==> src/rtl/sig_gen_pkg.sv <==
package sig_gen_pkg;
    localparam int BYTE_W   = 8;
    localparam int RELOAD_W = 16;
    localparam int ADDR_W   = 2;
    localparam int EN_W     = 2;

    typedef enum logic [1:0] {
        MODE_IDLE   = 2'd0,
        MODE_SERIAL = 2'd1,
        MODE_TIMER  = 2'd2
    } run_mode_e;
endpackage

==> src/rtl/brg_regs.sv <==
module brg_regs
    import sig_gen_pkg::*;
#(
    parameter int RLD_W  = RELOAD_W,
    parameter int AD_W   = ADDR_W
) (
    input  logic              clk,
    input  logic              rst,
    input  logic              wr_en,
    input  logic [AD_W-1:0]   addr,
    input  logic [BYTE_W-1:0] wdata,
    input  logic              flag_set,
    output logic [RLD_W-1:0]  reload,
    output logic              flag,
    output logic [BYTE_W-1:0] rdata
);
    localparam int NBYTES    = RLD_W / BYTE_W;
    localparam int FLAG_ADDR = NBYTES;

    typedef struct packed {
        logic [NBYTES-1:0][BYTE_W-1:0] bytes;
        logic                          flag;
    } regs_t;

    regs_t st_d, st_q;

    always_comb begin
        st_d = st_q;
        for (int i = 0; i < NBYTES; i++) begin
            if (wr_en && addr == AD_W'(i))
                st_d.bytes[i] = wdata;
        end
        if (wr_en && addr == AD_W'(FLAG_ADDR) && wdata[0])
            st_d.flag = 1'b0;
        if (flag_set)
            st_d.flag = 1'b1;
        if (rst)
            st_d = '0;
    end

    always_ff @(posedge clk) begin
        st_q <= st_d;
    end

    always_comb begin
        rdata = '0;
        for (int i = 0; i < NBYTES; i++) begin
            if (addr == AD_W'(i))
                rdata = st_q.bytes[i];
        end
        if (addr == AD_W'(FLAG_ADDR))
            rdata = {{(BYTE_W-1){1'b0}}, st_q.flag};
    end

    assign reload = st_q.bytes;
    assign flag   = st_q.flag;
endmodule

==> src/rtl/brg_counter.sv <==
module brg_counter
    import sig_gen_pkg::*;
#(
    parameter int RLD_W = RELOAD_W
) (
    input  logic             clk,
    input  logic             rst,
    input  logic [EN_W-1:0]  port_en,
    input  logic             tmr_en,
    input  logic [RLD_W-1:0] reload,
    output logic             term,
    output run_mode_e        mode
);
    localparam int CNT_W = RLD_W + 1;

    typedef struct packed {
        logic [CNT_W-1:0] cnt;
        run_mode_e        mode;
    } cnt_t;

    cnt_t      st_d, st_q;
    run_mode_e want_mode;
    logic [CNT_W-1:0] eff_load;

    always_comb begin
        if (port_en != '0)
            want_mode = MODE_SERIAL;
        else if (tmr_en)
            want_mode = MODE_TIMER;
        else
            want_mode = MODE_IDLE;
    end

    // zero stands for the full 2**RLD_W count
    always_comb begin
        if (reload == '0)
            eff_load = {1'b1, {RLD_W{1'b0}}};
        else
            eff_load = {1'b0, reload};
    end

    always_comb begin
        st_d = st_q;
        term = 1'b0;
        if (rst) begin
            st_d.cnt  = '0;
            st_d.mode = MODE_IDLE;
        end else if (want_mode != st_q.mode) begin
            st_d.cnt  = eff_load;
            st_d.mode = want_mode;
        end else if (st_q.mode == MODE_IDLE) begin
            st_d.cnt = eff_load;
        end else if (st_q.cnt == CNT_W'(1)) begin
            term     = 1'b1;
            st_d.cnt = eff_load;
        end else begin
            st_d.cnt = st_q.cnt - CNT_W'(1);
        end
    end

    always_ff @(posedge clk) begin
        st_q <= st_d;
    end

    assign mode = st_q.mode;
endmodule

==> src/rtl/sclk_interval_gen.sv <==
module sclk_interval_gen
    import sig_gen_pkg::*;
#(
    parameter int RLD_W = RELOAD_W,
    parameter int AD_W  = ADDR_W
) (
    input  logic              clk,
    input  logic              rst,
    input  logic              reg_wr_en,
    input  logic [AD_W-1:0]   reg_addr,
    input  logic [BYTE_W-1:0] reg_wdata,
    output logic [BYTE_W-1:0] reg_rdata,
    input  logic [EN_W-1:0]   port_en,
    input  logic              tmr_en,
    output logic              sclk_stb,
    output logic              tmr_irq
);
    typedef struct packed {
        logic stb;
    } out_t;

    logic [RLD_W-1:0] reload_val;
    logic             term;
    logic             flag_set;
    run_mode_e        cur_mode;
    out_t             out_d, out_q;

    brg_regs #(.RLD_W(RLD_W), .AD_W(AD_W)) u_regs (
        .clk      (clk),
        .rst      (rst),
        .wr_en    (reg_wr_en),
        .addr     (reg_addr),
        .wdata    (reg_wdata),
        .flag_set (flag_set),
        .reload   (reload_val),
        .flag     (tmr_irq),
        .rdata    (reg_rdata)
    );

    brg_counter #(.RLD_W(RLD_W)) u_cnt (
        .clk     (clk),
        .rst     (rst),
        .port_en (port_en),
        .tmr_en  (tmr_en),
        .reload  (reload_val),
        .term    (term),
        .mode    (cur_mode)
    );

    assign flag_set = term && (cur_mode == MODE_TIMER);

    always_comb begin
        out_d     = out_q;
        out_d.stb = term && (cur_mode == MODE_SERIAL);
        if (rst)
            out_d = '0;
    end

    always_ff @(posedge clk) begin
        out_q <= out_d;
    end

    assign sclk_stb = out_q.stb;
endmodule

==> config.mk <==
export PLATFORM = sky130hd
export DESIGN_NAME = sclk_interval_gen
export DESIGN_NICKNAME = d
export VERILOG_FILES = /design/src/rtl/sig_gen_pkg.sv /design/src/rtl/brg_regs.sv /design/src/rtl/brg_counter.sv /design/src/rtl/sclk_interval_gen.sv
export SDC_FILE = /design/constraint.sdc
export NUM_CORES = 1
export LEC_CHECK = 0
export BUFFER_PORTS_ARGS = -buffer_cell sky130_fd_sc_hd__clkbuf_2
export CAP_MARGIN = 20
export CORE_MARGIN = 5
export CORE_UTILIZATION = 55
export CTS_CLUSTER_DIAMETER = 80
export DETAILED_ROUTE_END_ITERATION = 8
export PLACE_DENSITY = 0.88
export SYNTH_ARGS = -nofsm -noshare
export SYNTH_HDL_FRONTEND = slang
export SYNTH_SLANG_ARGS = --single-unit
==> constraint.sdc <==
create_clock -name clk -period 3.79 [get_ports clk]
set_input_delay 0.5685 -clock clk [delete_from_list [all_inputs] [get_ports clk]]
set_output_delay 0.5685 -clock clk [all_outputs]
set_load 0.01 [all_outputs]
* Word level (Yosys, flattened, before mapping)
Cells that the tools add are included.
** Cells by class
- Mux-type cells :: 15
- Add/subtract/negate cells :: 1
- Eq/ne operators :: 6
- Reduce and logical (&&, ||, !) cells :: 11
** Operators by type and width (count)
- 17-bit 2-to-1 mux :: 4
- 8-bit 2-to-1 mux :: 3
- 17-bit by 1-bit equality test with 1-bit output (second input constant) :: 1
- 17-bit by 1-bit subtractor with 17-bit output (second input constant) :: 1
- 16-bit zero test :: 1
- 1-bit logical AND :: 6
- 1-bit 2-to-1 mux :: 6
- 2-bit by 1-bit equality test with 1-bit output (second input constant) :: 2
- 2-bit equality test (second input constant) :: 2
- 2-bit zero test :: 2
- 2-bit 2-to-1 mux :: 2
- 2-bit nonzero test :: 2
- 2-bit inequality test :: 1
** Storage, ports and cells
- Bits of input ports :: 16
- Logic and storage cells :: 39
- Flip-flop bits (word level) :: 37
- Output and inout port bits :: 10

* Logic depth before layout (Yosys ltp)
- Word-level depth :: 7
- Gate-level depth with buffers :: 8
- Gate-level depth less buffers :: 6

* By module
A second synthesis with hierarchy kept.
** Unflattened totals
- Cells, all modules :: 215
- Area total of the unflattened synthesis :: 1966.9 um2
** By module, submodules not included
- brg_counter :: instances 1, area each 1064.8 um2, sequential area each 380.4 um2, cells an instance 125
- brg_regs :: instances 1, area each 860.8 um2, sequential area each 340.3 um2, cells an instance 87
- sclk_interval_gen :: instances 1, area each 41.3 um2, sequential area each 20.0 um2, cells an instance 3

* Worst setup path after synthesis
No wires, ideal clock.
- Path kind :: input to register
- Start point :: input port_en[1]
- End point :: register u_cnt.st_q[10] (netlist name)
- Cell stages on the path :: 6
- Arrival :: 2.119 ns
- Path buffers :: 2
- Slack :: 1.537 ns
- Setup time :: 0.134 ns
- Required time :: 3.656 ns
- Cells stage by stage :: or3b_2 -> o22ai_1 -> and2_1 -> clkbuf_1 -> buf_2 -> a211oi_1
** Between the ends
- Longest elaborated chain between the ends :: 4
** RTL lines
- from (decl) :: line sclk_interval_gen.sv:13 : input logic [EN_W-1:0] port_en,
- 2-bit nonzero test :: line brg_counter.sv:26 : if (port_en != '0)
- 2-bit 2-to-1 mux :: line brg_counter.sv:26
- 2-bit inequality test :: line brg_counter.sv:48 : end else if (want_mode != st_q.mode) begin
- 17-bit 2-to-1 mux :: line brg_counter.sv:48
- to (signal assigned) :: line brg_counter.sv:62 : st_q <= st_d;
- to (decl) :: line brg_counter.sv:21 : cnt_t st_d, st_q;
Every way passes these cells.
A chain may end at the register's enable or synchronous reset.

* Worst setup path in the final report
- Start point :: input reg_addr[0]
- End point :: output reg_rdata[0]
** Between the ends
- Longest elaborated chain between the ends :: 4
** RTL lines
- from (decl) :: line sclk_interval_gen.sv:10 : input logic [AD_W-1:0] reg_addr,
- 2-bit zero test :: line brg_regs.sv:48 : if (addr == AD_W'(i))
- 8-bit 2-to-1 mux (2 in a row) :: line brg_regs.sv:48
- 8-bit 2-to-1 mux * :: line brg_regs.sv:51 : if (addr == AD_W'(FLAG_ADDR))
- to (decl) :: line sclk_interval_gen.sv:12 : output logic [BYTE_W-1:0] reg_rdata,
Every way passes the cells marked *; elsewhere a longest branch is shown, timed or not.

==> out/results.txt <==
The cell count of the worst hold path works out to 3. For this run, the post-layout net count is 247. The worst flop-to-flop path endpoint is u_cnt.st_q[17]. For the achievable frequency, the log shows 0.431 GHz. The clock share of power was 0.255; the post-synthesis instance area was 1810 um2.

The overall die height was 67.4 um; the number of inserted filler cells in the final layout was 275. For the switching component of the power, the log shows 249 uW. The tools report the number of max-slew violations in the final report as 0. Once detail routing completed, the nets flagged for antenna violations numbered 0. Entering global routing, the biggest net connects 38 pins.

TritonCTS created 5 clock buffers. For this design, the sink count on the clock tree is 37. The die is 67.4 um wide.

The number of hold-slack violations in the final timing report is 0. Synthesis handed over a netlist of 210 instances. TritonCTS built the clock tree.

The share of total power in sequential cells was 0.541; the number of nets in the synthesized netlist was 228. The worst path needs 2.32 ns of the cycle, external delays included. Setup repair after global routing left no endpoint under its margin.

The tools report the number of DRC markers in iteration 0 as 138. After clock tree synthesis, the setup repair step added 0 buffers. A synthesized cell averages 8.62 um2. For this block, the routed nets add up to 4260 um of wire. The run gives 274 as the post-layout instance count excluding filler cells. The number of different library cells used by synthesis comes to 34.

Along the worst path, the maximum fanout reaches 11. The later pin in the worst-skew pair is clocked with a latency of 0.35 ns. The number of antenna violations at the first check in global routing is 0, and the final clock period utilization by the worst path is 0.612. In the routed design, unresolved DRC markers number 0. The worst hold path begins at reg_wdata[2]. The run gives 3100 um2 as the core outline area. Data on the critical path is required at its endpoint by 3.22 ns. Hold buffer count at CTS: 0. The tools report the number of cells upsized or downsized after cts as 0.

The logs give 0 for the remaining global-route overflow and 1.75 ns for the arrival time reported for the critical path endpoint. CTS root buffer: sky130_fd_sc_hd__clkbuf_4. The flow ran to the end, and the final reports show no timing, DRC or antenna violations. Internal power comes to 552 uW. In this run the static leakage power is 0.000747 uW. On the final layout, the worst clock skew is 0.00933 ns.

At the pin with the least slew margin, the transition time is 0.721 ns. The proportion of total power due to net switching was 0.310; the row count was 20. Type of the worst min-delay path: primary input to flip-flop. For the final routed database, the setup TNS stands at 0 ns. The die outline area is 4540 um2, and the via count normalized by instance count is 6.06. Detailed placement ended at an HPWL of 3050 um.

The worst-case IR drop observed on VDD is 0.285 mV. The tools report the cell total after placement as 266. The count of max-cap constraint violations is 0, and the number of global-route vias before repair is 1526.

During placement, the flow inserted port buffers numbering 25. The overall track demand over capacity in global routing came out at 0.207. The post-synthesis sequential area ratio was 0.409.

In this run, synthesis produced a sequential element count of 37. The power density over the cells is 399 nW/um2, and the first-pass GRT wire length is 6980 um. For the iteration count of the initial detailed-routing pass, the log shows 7. The classification of the worst setup path was primary input to output port. From synthesis to final layout, the design area changed by 10.8%. Capturing element type of the critical path: an output port. The worst setup path is launched from a primary input. The logs give 1.60 ns for the reg-to-reg setup timing slack and 26 for the number of placed I/O pins. For the largest buffer count on any clock path, the log shows 2.

The cell depth of the worst flop-to-flop path is 4. The Yosys step of the flow raised 0 warnings. Per-cell routed wire length: 15.6 um. The startpoint identified for the worst register-to-register timing path is u_cnt.st_q[2]. The worst max-slew margin expressed relative to the limit was 0.519; the final antenna diode count was 0.

The global placement routability congestion came out at 0.845. Maximum level of the CTS H-tree: 2. Effective utilization at floorplan: 0.583. The number of failing setup endpoints in the final timing report is 0. The layout cell share with drive strength beyond 1 is 0.170, and the total number of vias is 1660.

Logic gate share of total power: 0.204. The clock transition time at the flip-flop clock pins of the worst setup and hold paths came out at 0.12 ns. The tools report the capture endpoint of the worst hold path as u_regs.reload[10].
## synth_stat cells, drive strengths merged
| library cell | instances | area (um2) |
|---|---|---|
| dfxtp | 37 | 741 |
| a21oi | 25 | 125 |
| nor2 | 23 | 86.3 |
| mux2i | 16 | 160 |
| nand2 | 14 | 52.6 |
| a211oi | 12 | 90.1 |
| nor4 | 12 | 75.1 |
| clkbuf | 11 | 41.3 |
| nand3 | 8 | 40.0 |
| xnor2 | 8 | 70.1 |
| or4 | 6 | 52.6 |
| a311oi | 5 | 43.8 |
| buf | 5 | 21.3 |
| o31ai | 4 | 30.0 |
| or3 | 3 | 18.8 |
| ha | 2 | 25.0 |
| inv | 2 | 7.51 |
| nand2b | 2 | 12.5 |
| xor2 | 2 | 17.5 |
| and2 | 1 | 6.26 |
| and4 | 1 | 8.76 |
| nand4 | 1 | 6.26 |
| nand4b | 1 | 8.76 |
| nor2b | 1 | 6.26 |
| nor3b | 1 | 7.51 |
| nor4b | 1 | 8.76 |
| o21ai | 1 | 5.00 |
| o22a | 1 | 8.76 |
| o22ai | 1 | 6.26 |
| o31a | 1 | 8.76 |
| or3b | 1 | 8.76 |
| or4b | 1 | 10.0 |
## worst max path at each step
| stage | startpoint | to | slack, ns |
|---|---|---|---|
| floorplan | port_en[1] | u_cnt.st_q[10] | 1.54 |
| global placement | reg_addr[0] | reg_rdata[0] | 1.47 |
| detailed placement | port_en[1] | u_cnt.st_q[18] | 1.40 |
| CTS | reg_addr[0] | reg_rdata[0] | 1.46 |
| global route | reg_addr[0] | reg_rdata[0] | 1.31 |
| finish | reg_addr[0] | reg_rdata[0] | 1.47 |
## kinds of logic after synthesis
family          count (synthesis)  share of synthesized area
simple gates                   77                      0.226
compound gates                 50                      0.176
flops                          37                      0.409
buf+inv                        18                     0.0387
mux                            16                     0.0885
xor+xnor                       10                     0.0484
fa+ha+maj                       2                     0.0138
## per-layer routing
layer | vias up | global-route usage | routed length, um
met2 | 59 | 0.325 | 1990
met5 | - | 0 | 0
li1 | 818 | - | -
met4 | 0 | 0.0987 | 75
met3 | 11 | 0.0532 | 273
met1 | 772 | 0.265 | 1920
## area by class of cell
| type | count | area, um2 | share of cell area |
|---|---|---|---|
| clock inverter | 3 | 17.5 | 0.00873 |
| multi-input combinational | 155 | 1000 | 0.498 |
| sequential | 37 | 741 | 0.369 |
| clock buffer | 5 | 37.5 | 0.0187 |
| inverter | 2 | 7.51 | 0.00374 |
| tap | 44 | 55.1 | 0.0274 |
| timing repair buffer | 28 | 148 | 0.0736 |
## metrics by stage
| step | hold WS (ns) | utilization | worst slack, ns | total power, uW | area (um2) |
|---|---|---|---|---|---|
| 6_report | 0.464 | 0.646 | 1.47 | 801 | 2010 |
| 5_1_grt | 0.462 | 0.646 | 1.31 | 844 | 2010 |
| 4_1_cts | 0.458 | 0.646 | 1.46 | 802 | 2010 |
| 3_5_place_dp | 0.486 | 0.629 | 1.40 | 601 | 1950 |
| 3_3_place_gp | 0.484 | 0.629 | 1.47 | 597 | 1950 |
| 2_1_floorplan | 0.461 | - | 1.54 | 564 | 1810 |
## state kept, by name, summed over array words and instances, names as in the netlist
| name | count |
|---|---|
| u_cnt.st_q | 17 |
| u_regs.reload | 16 |
| u_cnt.mode | 2 |
| sclk_stb | 1 |
| u_regs.flag | 1 |
## placed cells by master, fill, tap and decap left out
cell type,count
sky130_fd_sc_hd__o31a_1,1
sky130_fd_sc_hd__or4b_1,1
sky130_fd_sc_hd__a21oi_1,25
sky130_fd_sc_hd__dfxtp_1,37
sky130_fd_sc_hd__clkbuf_4,5
sky130_fd_sc_hd__or3_1,3
sky130_fd_sc_hd__xnor2_1,8
sky130_fd_sc_hd__a311oi_1,5
sky130_fd_sc_hd__clkbuf_2,25
sky130_fd_sc_hd__o22ai_1,1
sky130_fd_sc_hd__clkinvlp_4,1
sky130_fd_sc_hd__nand2_1,14
sky130_fd_sc_hd__a211oi_1,12
sky130_fd_sc_hd__or3b_2,1
sky130_fd_sc_hd__ha_1,2
sky130_fd_sc_hd__nand2b_1,2
sky130_fd_sc_hd__xor2_1,2
sky130_fd_sc_hd__nor2_1,23
sky130_fd_sc_hd__and4_1,1
sky130_fd_sc_hd__o21ai_0,1
sky130_fd_sc_hd__clkinv_2,2
sky130_fd_sc_hd__or4_4,2
sky130_fd_sc_hd__nor4_1,12
sky130_fd_sc_hd__buf_4,3
sky130_fd_sc_hd__nand4_1,1
sky130_fd_sc_hd__nand3_1,8
sky130_fd_sc_hd__o31ai_1,4
sky130_fd_sc_hd__mux2i_1,16
sky130_fd_sc_hd__and2_1,1
sky130_fd_sc_hd__nor2b_1,1
sky130_fd_sc_hd__nor4b_1,1
sky130_fd_sc_hd__nor3b_1,1
sky130_fd_sc_hd__o22a_1,1
sky130_fd_sc_hd__nand4b_1,1
sky130_fd_sc_hd__inv_1,2
sky130_fd_sc_hd__or4_1,4
## power groups by stage
stage                     clock network, uW  registers, uW  logic (uW)
after detailed placement                  0            441         161
after global routing                    225            436         183
after CTS                               207            432         163
final                                   204            433         164
after floorplan                           0            435         129
after global placement                    0            440         156
## worst max-delay path, cell delays in order
cell	delay [ns]
sky130_fd_sc_hd__clkbuf_2	0.27
sky130_fd_sc_hd__nor2b_1	0.56
sky130_fd_sc_hd__nand2_1	0.10
sky130_fd_sc_hd__o21ai_0	0.10
sky130_fd_sc_hd__clkbuf_2	0.16
Power figures use the tool's default switching activity.
